$ cat src/rtl/cen_pkg.sv
package cen_pkg;
   localparam int RATIO_W = 8;
   typedef logic [RATIO_W-1:0] ratio_t;

   function automatic int cnt_width(input int ratio);
      return (ratio > 2) ? $clog2(ratio) : 1;
   endfunction
endpackage

$ cat src/rtl/cen_div.sv
module cen_div import cen_pkg::*; #(
   parameter int RATIO = 2
) (
   input  logic clk_mst,
   input  logic rst_sync,
   output logic strobe
);
   localparam int CW = cnt_width(RATIO);

   initial begin
      if (RATIO < 1 || RATIO > (1 << RATIO_W) - 1)
         $fatal(1, "cen_div: RATIO %0d out of range", RATIO);
   end

   generate
      if (RATIO == 1) begin : g_pass
         always_ff @(posedge clk_mst) begin
            strobe <= !rst_sync;
         end
      end else if (RATIO == 2) begin : g_toggle
         logic phase;
         always_ff @(posedge clk_mst) begin
            if (rst_sync) begin
               phase  <= 1'b0;
               strobe <= 1'b0;
            end else begin
               phase  <= ~phase;
               strobe <= phase;
            end
         end
      end else begin : g_count
         localparam logic [CW-1:0] LAST = CW'(RATIO - 1);
         logic [CW-1:0] cnt;
         always_ff @(posedge clk_mst) begin
            if (rst_sync) begin
               cnt    <= '0;
               strobe <= 1'b0;
            end else begin
               strobe <= (cnt == LAST);
               cnt    <= (cnt == LAST) ? '0 : cnt + CW'(1);
            end
         end
      end
   endgenerate
endmodule

$ cat src/rtl/cen_edge_sync.sv
module cen_edge_sync (
   input  logic clk_mst,
   input  logic rst_sync,
   input  logic async_in,
   output logic rise_en,
   output logic fall_en
);
   logic meta_q;
   logic lvl_q;
   logic lvl_d1_q;
   logic changed;

   always_ff @(posedge clk_mst) begin
      if (rst_sync) begin
         meta_q   <= 1'b0;
         lvl_q    <= 1'b0;
         lvl_d1_q <= 1'b0;
      end else begin
         meta_q   <= async_in;
         lvl_q    <= meta_q;
         lvl_d1_q <= lvl_q;
      end
   end

   assign changed = lvl_q ^ lvl_d1_q;
   assign rise_en = changed & lvl_q;
   assign fall_en = changed & ~lvl_q;
endmodule

$ cat src/rtl/rate_strobe_gen.sv
module rate_strobe_gen import cen_pkg::*; #(
   parameter int NUM_DIV = 8,
   parameter int NUM_EXT = 3,
   parameter logic [NUM_DIV*RATIO_W-1:0] DIV_LIST =
      {8'd144, 8'd72, 8'd18, 8'd8, 8'd4, 8'd3, 8'd2, 8'd1}
) (
   input  logic               clk_mst,
   input  logic               rst_sync,
   input  logic [NUM_EXT-1:0] ext_clk_in,
   output logic [NUM_DIV-1:0] rate_en,
   output logic [NUM_EXT-1:0] ext_rise,
   output logic [NUM_EXT-1:0] ext_fall
);
   initial begin
      if (NUM_DIV < 1) $fatal(1, "rate_strobe_gen: NUM_DIV must be at least 1");
      if (NUM_EXT < 1) $fatal(1, "rate_strobe_gen: NUM_EXT must be at least 1");
   end

   generate
      for (genvar i = 0; i < NUM_DIV; i++) begin : g_div
         localparam int R = int'(DIV_LIST[i*RATIO_W +: RATIO_W]);
         cen_div #(.RATIO(R)) u_div (
            .clk_mst (clk_mst),
            .rst_sync(rst_sync),
            .strobe  (rate_en[i])
         );
      end

      for (genvar j = 0; j < NUM_EXT; j++) begin : g_ext
         cen_edge_sync u_sync (
            .clk_mst (clk_mst),
            .rst_sync(rst_sync),
            .async_in(ext_clk_in[j]),
            .rise_en (ext_rise[j]),
            .fall_en (ext_fall[j])
         );
      end
   endgenerate
endmodule

$ cat config.mk
export PLATFORM = sky130hd
export DESIGN_NAME = rate_strobe_gen
export DESIGN_NICKNAME = d
export VERILOG_FILES = /design/src/rtl/cen_pkg.sv /design/src/rtl/cen_div.sv /design/src/rtl/cen_edge_sync.sv /design/src/rtl/rate_strobe_gen.sv
export SDC_FILE = /design/constraint.sdc
export NUM_CORES = 1
export LEC_CHECK = 0
export BUFFER_PORTS_ARGS = -buffer_cell sky130_fd_sc_hd__buf_2
export CAP_MARGIN = 20
export CORE_MARGIN = 2
export CORE_UTILIZATION = 60
export CTS_CLUSTER_DIAMETER = 120
export DETAILED_ROUTE_END_ITERATION = 8
export PLACE_DENSITY = 0.81
export SETUP_SLACK_MARGIN = 0.2
export SYNTH_ARGS = -nofsm -noshare
export SYNTH_HDL_FRONTEND = slang
export SYNTH_SLANG_ARGS = --single-unit
$ cat constraint.sdc
create_clock -name clk_mst -period 2.46 [get_ports clk_mst]
set_clock_uncertainty 0.05 [all_clocks]
set_input_delay 0.123 -clock clk_mst [delete_from_list [all_inputs] [get_ports clk_mst]]
set_output_delay 0.123 -clock clk_mst [all_outputs]
set_load 0.005 [all_outputs]
# Word-level counts from Yosys, hierarchy flattened
# Index checks and enable logic that the tools add are counted.
# classes
add_sub_neg,6
eq_ne,6
bitwise_logic,13
reduce_logical,7
# ops
op,n
OR reduction 2 bit,6
adder 8 x 1 -> 8 bit (second input constant),1
== test 8 bit (second input constant),1
adder 7 x 1 -> 7 bit (second input constant),1
== test 7 bit (second input constant),1
bitwise AND 1 bit,6
adder 5 x 1 -> 5 bit (second input constant),1
== test 5 bit (second input constant),1
adder 2 x 1 -> 2 bit (second input constant),2
== test 2 bit (second input constant),2
inverter 1 bit,4
adder 3 x 1 -> 3 bit (second input constant),1
== test 3 bit (second input constant),1
XOR 1 bit,3
zero test 1 bit,1
# totals
ff_bits,45
input_bits,5
wordCells,56

# Logic depth before layout (Yosys ltp)
# Gate-level depths: netlist of run 1.
# logic_depth
depth_word,2
ltp_mapped,5
depth_no_buf,5

# Modules after synthesis
# Synthesis of run 1 repeated with hierarchy kept, for this count alone.
# unflattened
cells_unflattened,152
hier_area_um2,1627.8
# by_module_without_submodules
mod,n_inst,cells_each,area_per_inst_um2
cen_div (g_div[7].u_div),1,38,360.3
cen_div (g_div[6].u_div),1,34,330.3
cen_edge_sync,3,8,91.3
cen_div (g_div[5].u_div),1,25,249.0
cen_div (g_div[4].u_div),1,10,131.4
cen_div (g_div[3].u_div),1,7,103.8
cen_div (g_div[2].u_div),1,8,97.6
cen_div (g_div[1].u_div),1,4,57.6
cen_div (g_div[0].u_div),1,2,23.8

# Least setup slack after synthesis of run 1
# Ideal clock, no wire load.
# synth_path
path_kind,reg2reg
startpoint,register g_div[7].u_div.g_count.cnt[0]
endpoint,register g_div[7].u_div.g_count.cnt[6]
t_arrival_ps,1104
required_ps,2340
setup_slack_ps,1236
stages_incl_launch_ff,5
period_less_slack_ps,1224
path_cell_list,dfxtp_1 -> ha_1 -> nand2_1 -> or3_1 -> a21oi_1
# synth_between
elab_chain_cells,2
elab_cells_between_ends,3
cone_classes,1 x add/sub; 1 x eq/ne; 1 x reduce/logical
# synth_lines
element,line_no,text
start: declaration,cen_div.sv:33,logic [CW-1:0] cnt;
start signal: assignment,cen_div.sv:40,cnt <= (cnt == LAST) ? '0 : cnt + CW'(1);
"parallel branches: the longest is 2 deep, another holds adder 8 x 1 -> 8 bit",n/a,
# Several ways; the timed one is not identified.
# A chain may end at the register's enable or synchronous reset.

# Worst setup path after layout of run 1
# Ends and elaborated chain as after synthesis.

==> results of run 1 <==
==> state kept, by name (all words and copies together) (netlist names) <==
name and flops:
g_div.u_div.g_toggle.phase 1, g_div.u_div.g_count.cnt 27, g_ext.u_sync.lvl_d1_q 3, g_ext.u_sync.meta_q 3, g_ext.u_sync.lvl_q 3, g_div.u_div.strobe 8
==> placed cells by master (no fill, tap or decap), types with 4 or more instances in the layout <==
cell type and instances:
a21oi_1 9, buf_2 18, clkbuf_4 5, dfxtp_1 45, ha_1 9, inv_1 4
nand2_1 5, nand3_1 5, nor2_1 13, nor2b_1 20, nor3_1 7, nor3b_1 4
o21ai_0 5, or3_1 6, xor2_1 4
==> routing by layer <==
layer | vias up | routed length, microns
li1 | 582 | -
met1 | 527 | 1072
met2 | 19 | 1207
met3 | 6 | 116
met4 | 0 | 40
met5 | - | 0
==> cell type report <==
| cell class | count | area [sq um] |
|---|---|---|
| Sequential cell | 45 | 900.9 |
| Tap cell | 31 | 38.79 |
| Multi-Input combinational cell | 103 | 670.6 |
| Inverter | 4 | 15.01 |
| Fill cell | 204 | 903.4 |
| Clock buffer | 7 | 55.05 |
| Timing Repair Buffer | 21 | 120.1 |
| Clock inverter | 1 | 30.03 |
==> worst register-to-register path, cell delays in order, from the launching register on <==
cell and delay [ns]:
dfxtp_1 0.39, ha_1 0.27, nand2_1 0.09, or3_1 0.35, a21oi_1 0.14
==> what timing repair did <==
action / in CTS / in global routing
setup buffers: 0 / 0
hold endpoints to repair: 3 / 0
hold buffers: 3 / 0
==> where the power goes <==
part	total [mW]	switching [mW]	leakage, nW	internal, mW
combinational	0.0861	0.0407	0.361	0.0454
sequential	0.789	0.0221	0.369	0.767
clock	0.448	0.206	0.0455	0.243
==> cell families (layout without fill, tap and decap cells) <==
kind of cell,count (synthesis),in the layout,synth area share
and+or+nand+nor,71,71,0.2351
AOI/OAI and AO/OA,17,17,0.05895
buffers and inverters,23,33,0.08587
DFF,45,45,0.5240
xor gates and xnor gates,6,6,0.03057
adders and majority gates,9,9,0.06550
==> stage by stage <==
stage                     total power [mW]  area [sq um]  std cells
after floorplan                     0.8742          1719        171
after global placement              0.8802          1715        201
after detailed placement            0.8910          1715        201
after CTS                            1.346          1831        212
after global routing                 1.389          1831        212
final                                1.324          1831        212
==> worst paths after layout <==
path	from	end	slack [ns]	cells after the start
setup / recovery	g_div[7].u_div.g_count.cnt[0]	g_div[7].u_div.g_count.cnt[6]	1.11	4
setup reg to reg	g_div[7].u_div.g_count.cnt[0]	g_div[7].u_div.g_count.cnt[6]	1.11	4
hold / removal	rst_sync	g_div[7].u_div.g_count.cnt[2]	0.19	2
hold reg to reg	g_div[1].u_div.g_toggle.phase	g_div[1].u_div.g_toggle.phase	0.36	1
==> results.md, run 1 <==
- Vias in the first global route: 1035
- Layout area overhead: 6.478%
- Syn_nets: 185
- Critical path class: register to register
- CORE AREA: 2734 sq um
- Synth Cell Area: 1719 sq um
- CP top delay family: simple AND/OR/NAND/NOR gates
- Met2 usage: 0.2792
- Synth area leader: dfxtp_1
- Row cnt: 19
- CTS root buf: clkbuf_4
- Post-synth EDFFs: 0
- GR peak layer: met2
- Routability cong.: 0.7611
- Sequential area share after synthesis: 0.5240
- Synth unique cells: 27
- Die ar.: 3310 sq um
- Global-route wire length before repair: 4.112 mm
- Final Hold Vio Count: 0
- CTS buffer count: 5
- CP max FO: 5
- Overflow after GRT: 0
- TNS Setup: 0 ns
- Die W: 57.53 microns
- Cells after Synth: 171
- Post-synthesis register bit count: 45
- IO buf count: 18
- Antenna diodes: 0
- RSZ-0062 raised after global routing: no
- Fin crit share: 0.5498
- Vias per cell: 5.349
- Pin count of the biggest net entering global routing: 35
- Final setup violation count: 0
- Worst slack, placed: 1.125 ns
- Most frequent cell after synthesis: dfxtp_1
- Yosys warns: 0
- Worst path buffer plus inverter count: 0
- Pwr dens: 723.2 nW/um^2
- CP endpoint kind: register
- Slew headroom: 0.6265
- Final WL: 2.438 mm
- Worst vdd rail ir drop: 673.3 uV
- Final Critical Period: 1.352 ns
- Die Y: 57.53 microns
- Met1 Use GR: 0.1772
- Worst Tran Pin Value: 0.5602 ns
- Total GRT Usage: 0.1641
- Primary FF master, synth: dfxtp_1
- Initial antenna violation count: 0
- M3 GR Usage: 0.06803
- H-tree Lvls: 2
- Final Max Slew Viols: 0
- Io pins: 19
- Fmax: 0.7394 GHz
- Clock Latency Late Sink: 0.34 ns
- Dominant cells by area after synthesis: dfxtp_1 52%, nor2b_1 7.3%, ha_1 6.6%
- Drt wl/cell: 11.50 microns
- LEAKAGE: 0.7751 nW
- CP startpoint kind: register
- Reg clk slew, reported paths: 0.12 ns
- Clk sinks: 45
- Critical path arrival: 1.59 ns
- Post-layout util: 0.6696
- Initial Util: 0.6288
- Crit path cell chain: ha_1 > nand2_1 > or3_1 > a21oi_1
- Remaining antenna violation count after routing: 0
- Hold Crit Class: primary input to register
- Critical Path RT: 2.70 ns
- Buffer levels on the longest clock path: 2
- Synth top area share: 0.5240
- Critical path's largest stage delay: 0.39 ns
- Final worst slack: 1.108 ns
- Layout cells sized above 1: 0.1547
- Post-synth top cells: 45 x dfxtp_1, 20 x nor2b_1, 14 x buf_4
- Hold_ws: 0.1949 ns
- Status: finished clean
- Clock tree from TritonCTS: yes
- # DRC: 0
- Vias: 1134
- Ys async rst share: 0
- Detailed Place HPWL: 1.735 mm
- Drt initial violations: 30
- Nets: 194
- CP max-delay cell: dfxtp_1
- CTS resizes: 0
- Maxcap violations: 0
- Syn Area/Cell: 10.05 sq um
- 1st-pass router iterations: 4
(Power assumes the default switching activity.)
==> run 2, diff against run 1 <==
Settings changed: ABC_AREA set to 1, CORE_UTILIZATION 60 to 56, PLACE_DENSITY 0.81 to 0.77.
Clock period 2.46 ns to 1.3 ns, I/O delays scaled along.
==> results.md, run 2 <==
- Logic pwr share: 0.082
- Layout fillers: 243
- Slew headroom: 0.8451
- Dominant cells by area after synthesis: dfxtp_1 51%, nor2_1 11%, inv_1 7.3%
- CP startpoint kind: register
- Yosys warns: 0
- Synth top area share: 0.5136
- Initial Util: 0.5793
- LEAKAGE: 0.8742 nW
- Vias in the first global route: 1014
- Reg clk slew, reported paths: 0.12 ns
- Io pins: 19
- Clk sinks: 45
- Clock tree from TritonCTS: yes
- H-tree Lvls: 2
- Top reg by flops: g_div.u_div.g_count.cnt
- Final Hold Vio Count: 0
- Layout cells sized above 1: 0.2543
- Final Critical Period: 1.110 ns
- Worst path buffer plus inverter count: 0
- Die W: 59.97 microns
- Sequential area share after synthesis: 0.5136
- Register area: 917.1 sq um
- Fin area: 2014 sq um
- Primary FF master, synth: dfxtp_1
- Multi-input gate area: 699.4 sq um
- Clock Power Share: 0.267
- Antenna diodes: 0
- DP Cell Count: 261
- Fmax: 0.9006 GHz
- RSZ-0062 raised after global routing: yes
- CP max FO: 7
- Total GRT Usage: 0.1520
- DP Area: 1812 sq um
- Hold Crit Class: register to register
- TNS Setup: 0 ns
- Vias: 1246
- Total power: 2.306 mW
- CP endpoint kind: register
- Synth Cell Area: 1754 sq um
- Nets: 245
- Initial antenna violation count: 0
- Regs by FF count: g_div.u_div.g_count.cnt (27), g_div.u_div.strobe (8)
- Post-synthesis register bit count: 45
- Post-synth top cells: 50 x nor2_1, 45 x dfxtp_1, 34 x inv_1
- # DRC: 0
- Remaining antenna violation count after routing: 0
- Final setup violation count: 0
- Drt wl/cell: 9.609 microns
- Overflow after GRT: 0
- Vias per cell: 4.514
- Crit path depth: 6
- Drt initial violations: 38
- Crit path cell chain: ha_4 > nand2_2 > nor2_4 > nand3_4 > nand2_8 > a21oi_1
- Syn Area/Cell: 8.197 sq um
- Buffer levels on the longest clock path: 2
- Ys async rst share: 0
- Commonest cells after routing, fill and taps aside: 47 x nor2_1, 34 x dfxtp_1, 33 x inv_1
- Critical path class: register to register
- Worst Tran Pin Value: 0.2300 ns
- Layout area overhead: 14.84%
- Sequential power share: 0.651
- Net Switching: 0.5537 mW
- R2R cell count: 6
- Most common cell after layout, fill and taps aside: nor2_1
- Detailed Place HPWL: 1.669 mm
- CP max-delay cell: dfxtp_2
- Post-synth EDFFs: 0
- Switching Share: 0.2401
- Finished Layout Cells: 276
- CORE AREA: 3028 sq um
- Fin crit share: 0.8542
- Worst vdd rail ir drop: 865.7 uV
- Maxcap violations: 0
- CTS root buf: clkbuf_4
- CTS buffer count: 5
- Pwr dens: 1145 nW/um^2
- Status: finished clean
- Die ar.: 3596 sq um
- Post-layout util: 0.6653
- Die Y: 59.97 microns
- Critical path's largest stage delay: 0.38 ns
- Critical path arrival: 1.31 ns
- Final WL: 2.652 mm
- Clock Latency Late Sink: 0.34 ns
- Final Max Slew Viols: 0
- 1st-pass router iterations: 4
- IO buf count: 18
- Internal: 1.752 mW
- Critical Path RT: 1.50 ns
- Row cnt: 20
- Max FFs per register: 27
- Hold Path Depth: 2
- Synth unique cells: 21
- Pin count of the biggest net entering global routing: 24
- CP top delay family: flip-flops
- Syn_nets: 228
- Global-route wire length before repair: 4.091 mm
- Routability cong.: 0.7559
- Most frequent cell after synthesis: nor2_1
- Synth area leader: dfxtp_1
- Cells after Synth: 214
==> run 2: logic make-up after synthesis <==
group / Yosys count / share of synthesized area
compound gates: 11 / 0.03353
flops: 45 / 0.5135
simple gates: 95 / 0.2304
xor+xnor: 4 / 0.01998
fa+ha+maj: 9 / 0.06420
buf+inv: 50 / 0.1384
==> run 2: metal layers <==
metal,part of all wire,global-route usage,up-vias
met3,0.035,0.06710,2
li1,-,-,669
met5,0,0,-
met1,0.48,0.1824,553
met2,0.48,0.2500,22
met4,0.0045,0.03492,0
==> run 2: power groups by stage <==
stage / registers [mW] / logic (mW) / clock network [mW]
2_1_floorplan: 1.52 / 0.135 / 0
3_3_place_gp: 1.52 / 0.152 / 0
3_5_place_dp: 1.53 / 0.160 / 0
4_1_cts: 1.50 / 0.181 / 0.633
5_1_grt: 1.51 / 0.222 / 0.695
6_report: 1.50 / 0.188 / 0.617
==> run 2: worst paths after layout <==
| kind | slack (ns) | from | to |
|---|---|---|---|
| worst max-delay path | 0.19 | g_div[7].u_div.g_count.cnt[0] | g_div[7].u_div.g_count.cnt[7] |
| worst min-delay path | 0.36 | g_ext[1].u_sync.meta_q | g_ext[1].u_sync.lvl_q |
| worst max register to register | 0.19 | g_div[7].u_div.g_count.cnt[0] | g_div[7].u_div.g_count.cnt[7] |
| worst min register to register | 0.36 | g_ext[1].u_sync.meta_q | g_ext[1].u_sync.lvl_q |
==> run 2: area by class of cell <==
class                      instances  area share
timing repair buffer              26     0.07950
clock inverter                     2    0.004969
inverter                          34     0.06522
multi-input combinational        119      0.3472
tap                               44     0.02733
clock buffer                       6     0.02050
sequential                        45      0.4553
==> run 2: timing repair <==
item / in CTS / in global routing
setup buffers: 3 / 0
hold endpoints to repair: 4 / 0
hold buffers: 4 / 0
endpoints found under the setup margin: 15 / 25
pin swaps: 2 / 2
gates resized for setup: 10 / 19
==> run 2: through the flow <==
step | hold slack [ns] | setup slack, ns
after floorplan | 0.09115 | 0.2176
after global placement | 0.2125 | 0.1594
after detailed placement | 0.2251 | 0.1051
after CTS | 0.3621 | 0.1749
after global routing | 0.3846 | 0.08281
final | 0.3623 | 0.1896
==> run 2: tightest hold or removal path, stage by stage (launching register included) <==
cell	delay (ns)
dfxtp_1	0.32
inv_1	0.04
nor2_1	0.03
==> run 3, diff against run 2 <==
Settings changed: BUFFER_PORTS_ARGS -buffer_cell sky130_fd_sc_hd__buf_2 to -buffer_cell sky130_fd_sc_hd__buf_4.
==> results.md, run 3 (same netlist as run 2, synthesis figures left out) <==
- Commonest cells after routing, fill and taps aside: 43 x nor2_1, 31 x dfxtp_1, 29 x inv_1
- Layout fillers: 234
- H-tree Lvls: 2
- Clock tree from TritonCTS: yes
- RSZ-0062 raised after global routing: yes
- Pwr dens: 1113 nW/um^2
- Max FFs per register: 27
- Final worst slack: 0.1589 ns
- Register area: 930.9 sq um
- IO buf count: 18
- LEAKAGE: 0.9149 nW
- Drt wl/cell: 10.74 microns
- Final setup violation count: 0
- Die ar.: 3596 sq um
- Drt initial violations: 53
- Initial Util: 0.5793
- Die Y: 59.97 microns
- Hold Crit Class: register to register
- Nets: 251
- Vias: 1301
- Die W: 59.97 microns
- Maxcap violations: 0
- Reg clk slew, reported paths: 0.12 ns
- Total GRT Usage: 0.1648
- CP max FO: 7
- Critical path origin: g_div[7].u_div.g_count.cnt[1]
- Fmax: 0.8764 GHz
- Regs by FF count: g_div.u_div.g_count.cnt (27), g_div.u_div.strobe (8)
- 1st-pass router iterations: 4
- Clk sinks: 45
- TNS Setup: 0 ns
- Hold_ws: 0.3458 ns
- Final Hold Vio Count: 0
- CORE AREA: 3028 sq um
- Fin crit share: 0.8778
- Clock Latency Late Sink: 0.36 ns
- CTS root buf: clkbuf_4
- Vias per cell: 4.630
- Antenna diodes: 0
- Detailed Place HPWL: 1.816 mm
- Overflow after GRT: 0
- Final WL: 3.018 mm
- CP startpoint kind: register
- R2r startpoint: g_div[7].u_div.g_count.cnt[1]
- Buffer levels on the longest clock path: 2
- Hold path startpoint: g_ext[2].u_sync.meta_q
- Worst slack, placed: 0.05478 ns
- Critical path arrival: 1.34 ns
- Worst Tran Pin Value: 0.3309 ns
- Vias in the first global route: 1064
- Global-route wire length before repair: 4.229 mm
- Most common cell after layout, fill and taps aside: nor2_1
- DP Area: 1857 sq um
- Layout area overhead: 22.40%
- Status: finished clean
- Initial antenna violation count: 0
- CP endpoint kind: register
- Top reg by flops: g_div.u_div.g_count.cnt
- Routability cong.: 0.7268
- CTS buffer count: 5
- Critical path class: register to register
- Final Max Slew Viols: 0
- Critical Path RT: 1.50 ns
- Worst vdd rail ir drop: 540.9 uV
- Layout cells sized above 1: 0.3376
- Row cnt: 20
- Pin count of the biggest net entering global routing: 24
- Remaining antenna violation count after routing: 0
- Io pins: 19
- Multi-input gate area: 728.2 sq um
- Slew headroom: 0.7792
- Fin area: 2147 sq um
- Final Critical Period: 1.141 ns
- # DRC: 0
-- run 3: metal layers --
metal / share of wire / vias up / global-route usage
met3: 0.044 / 5 / 0.08658
li1: - / 683 / -
met4: 0.016 / 0 / 0.06984
met1: 0.46 / 583 / 0.1723
met2: 0.48 / 30 / 0.2748
met5: 0 / - / 0
-- run 3: final cells by class --
class,instances,area share
timing repair buffer,32,0.1166
multi-input combinational,119,0.3392
sequential,45,0.4336
tap,44,0.02564
clock buffer,7,0.02564
inverter,34,0.05944
-- run 3: power by group --
part           switching, mW  internal, mW  total [mW]
registers             0.0512          1.45        1.50
clock network          0.419         0.256       0.675
logic                  0.100         0.110       0.210
-- run 3: path summary, 6_finish.rpt --
path / end / slack (ns) / cells past startpoint
hold reg to reg: g_ext[2].u_sync.lvl_q / 0.35 / 2
hold / removal: g_ext[2].u_sync.lvl_q / 0.35 / 2
setup / recovery: g_div[7].u_div.g_count.cnt[6] / 0.16 / 6
setup reg to reg: g_div[7].u_div.g_count.cnt[6] / 0.16 / 6
-- run 3: stage by stage --
stage | total power, mW | utilization | cells
after global placement | 1.689 | 0.6132 | 261
after global routing | 2.515 | 0.7091 | 281
after floorplan | 1.654 | - | 214
after detailed placement | 1.697 | 0.6132 | 261
after CTS | 2.362 | 0.6628 | 275
final | 2.390 | 0.7091 | 281
-- run 3: what timing repair did --
action	CTS	global route
hold buffers	4	0
gates resized for setup	13	38
pin swaps	4	8
endpoints found under the hold margin	4	0
setup buffers	3	6
setup endpoints to repair	16	28
-- run 3: worst max-delay path, cell delays in order (launching register included) --
cell     delay (ns)
dfxtp_2        0.38
ha_4           0.17
nand2_4        0.06
nor2_4         0.09
nand3_2        0.11
nand2_4        0.13
a21oi_1        0.05
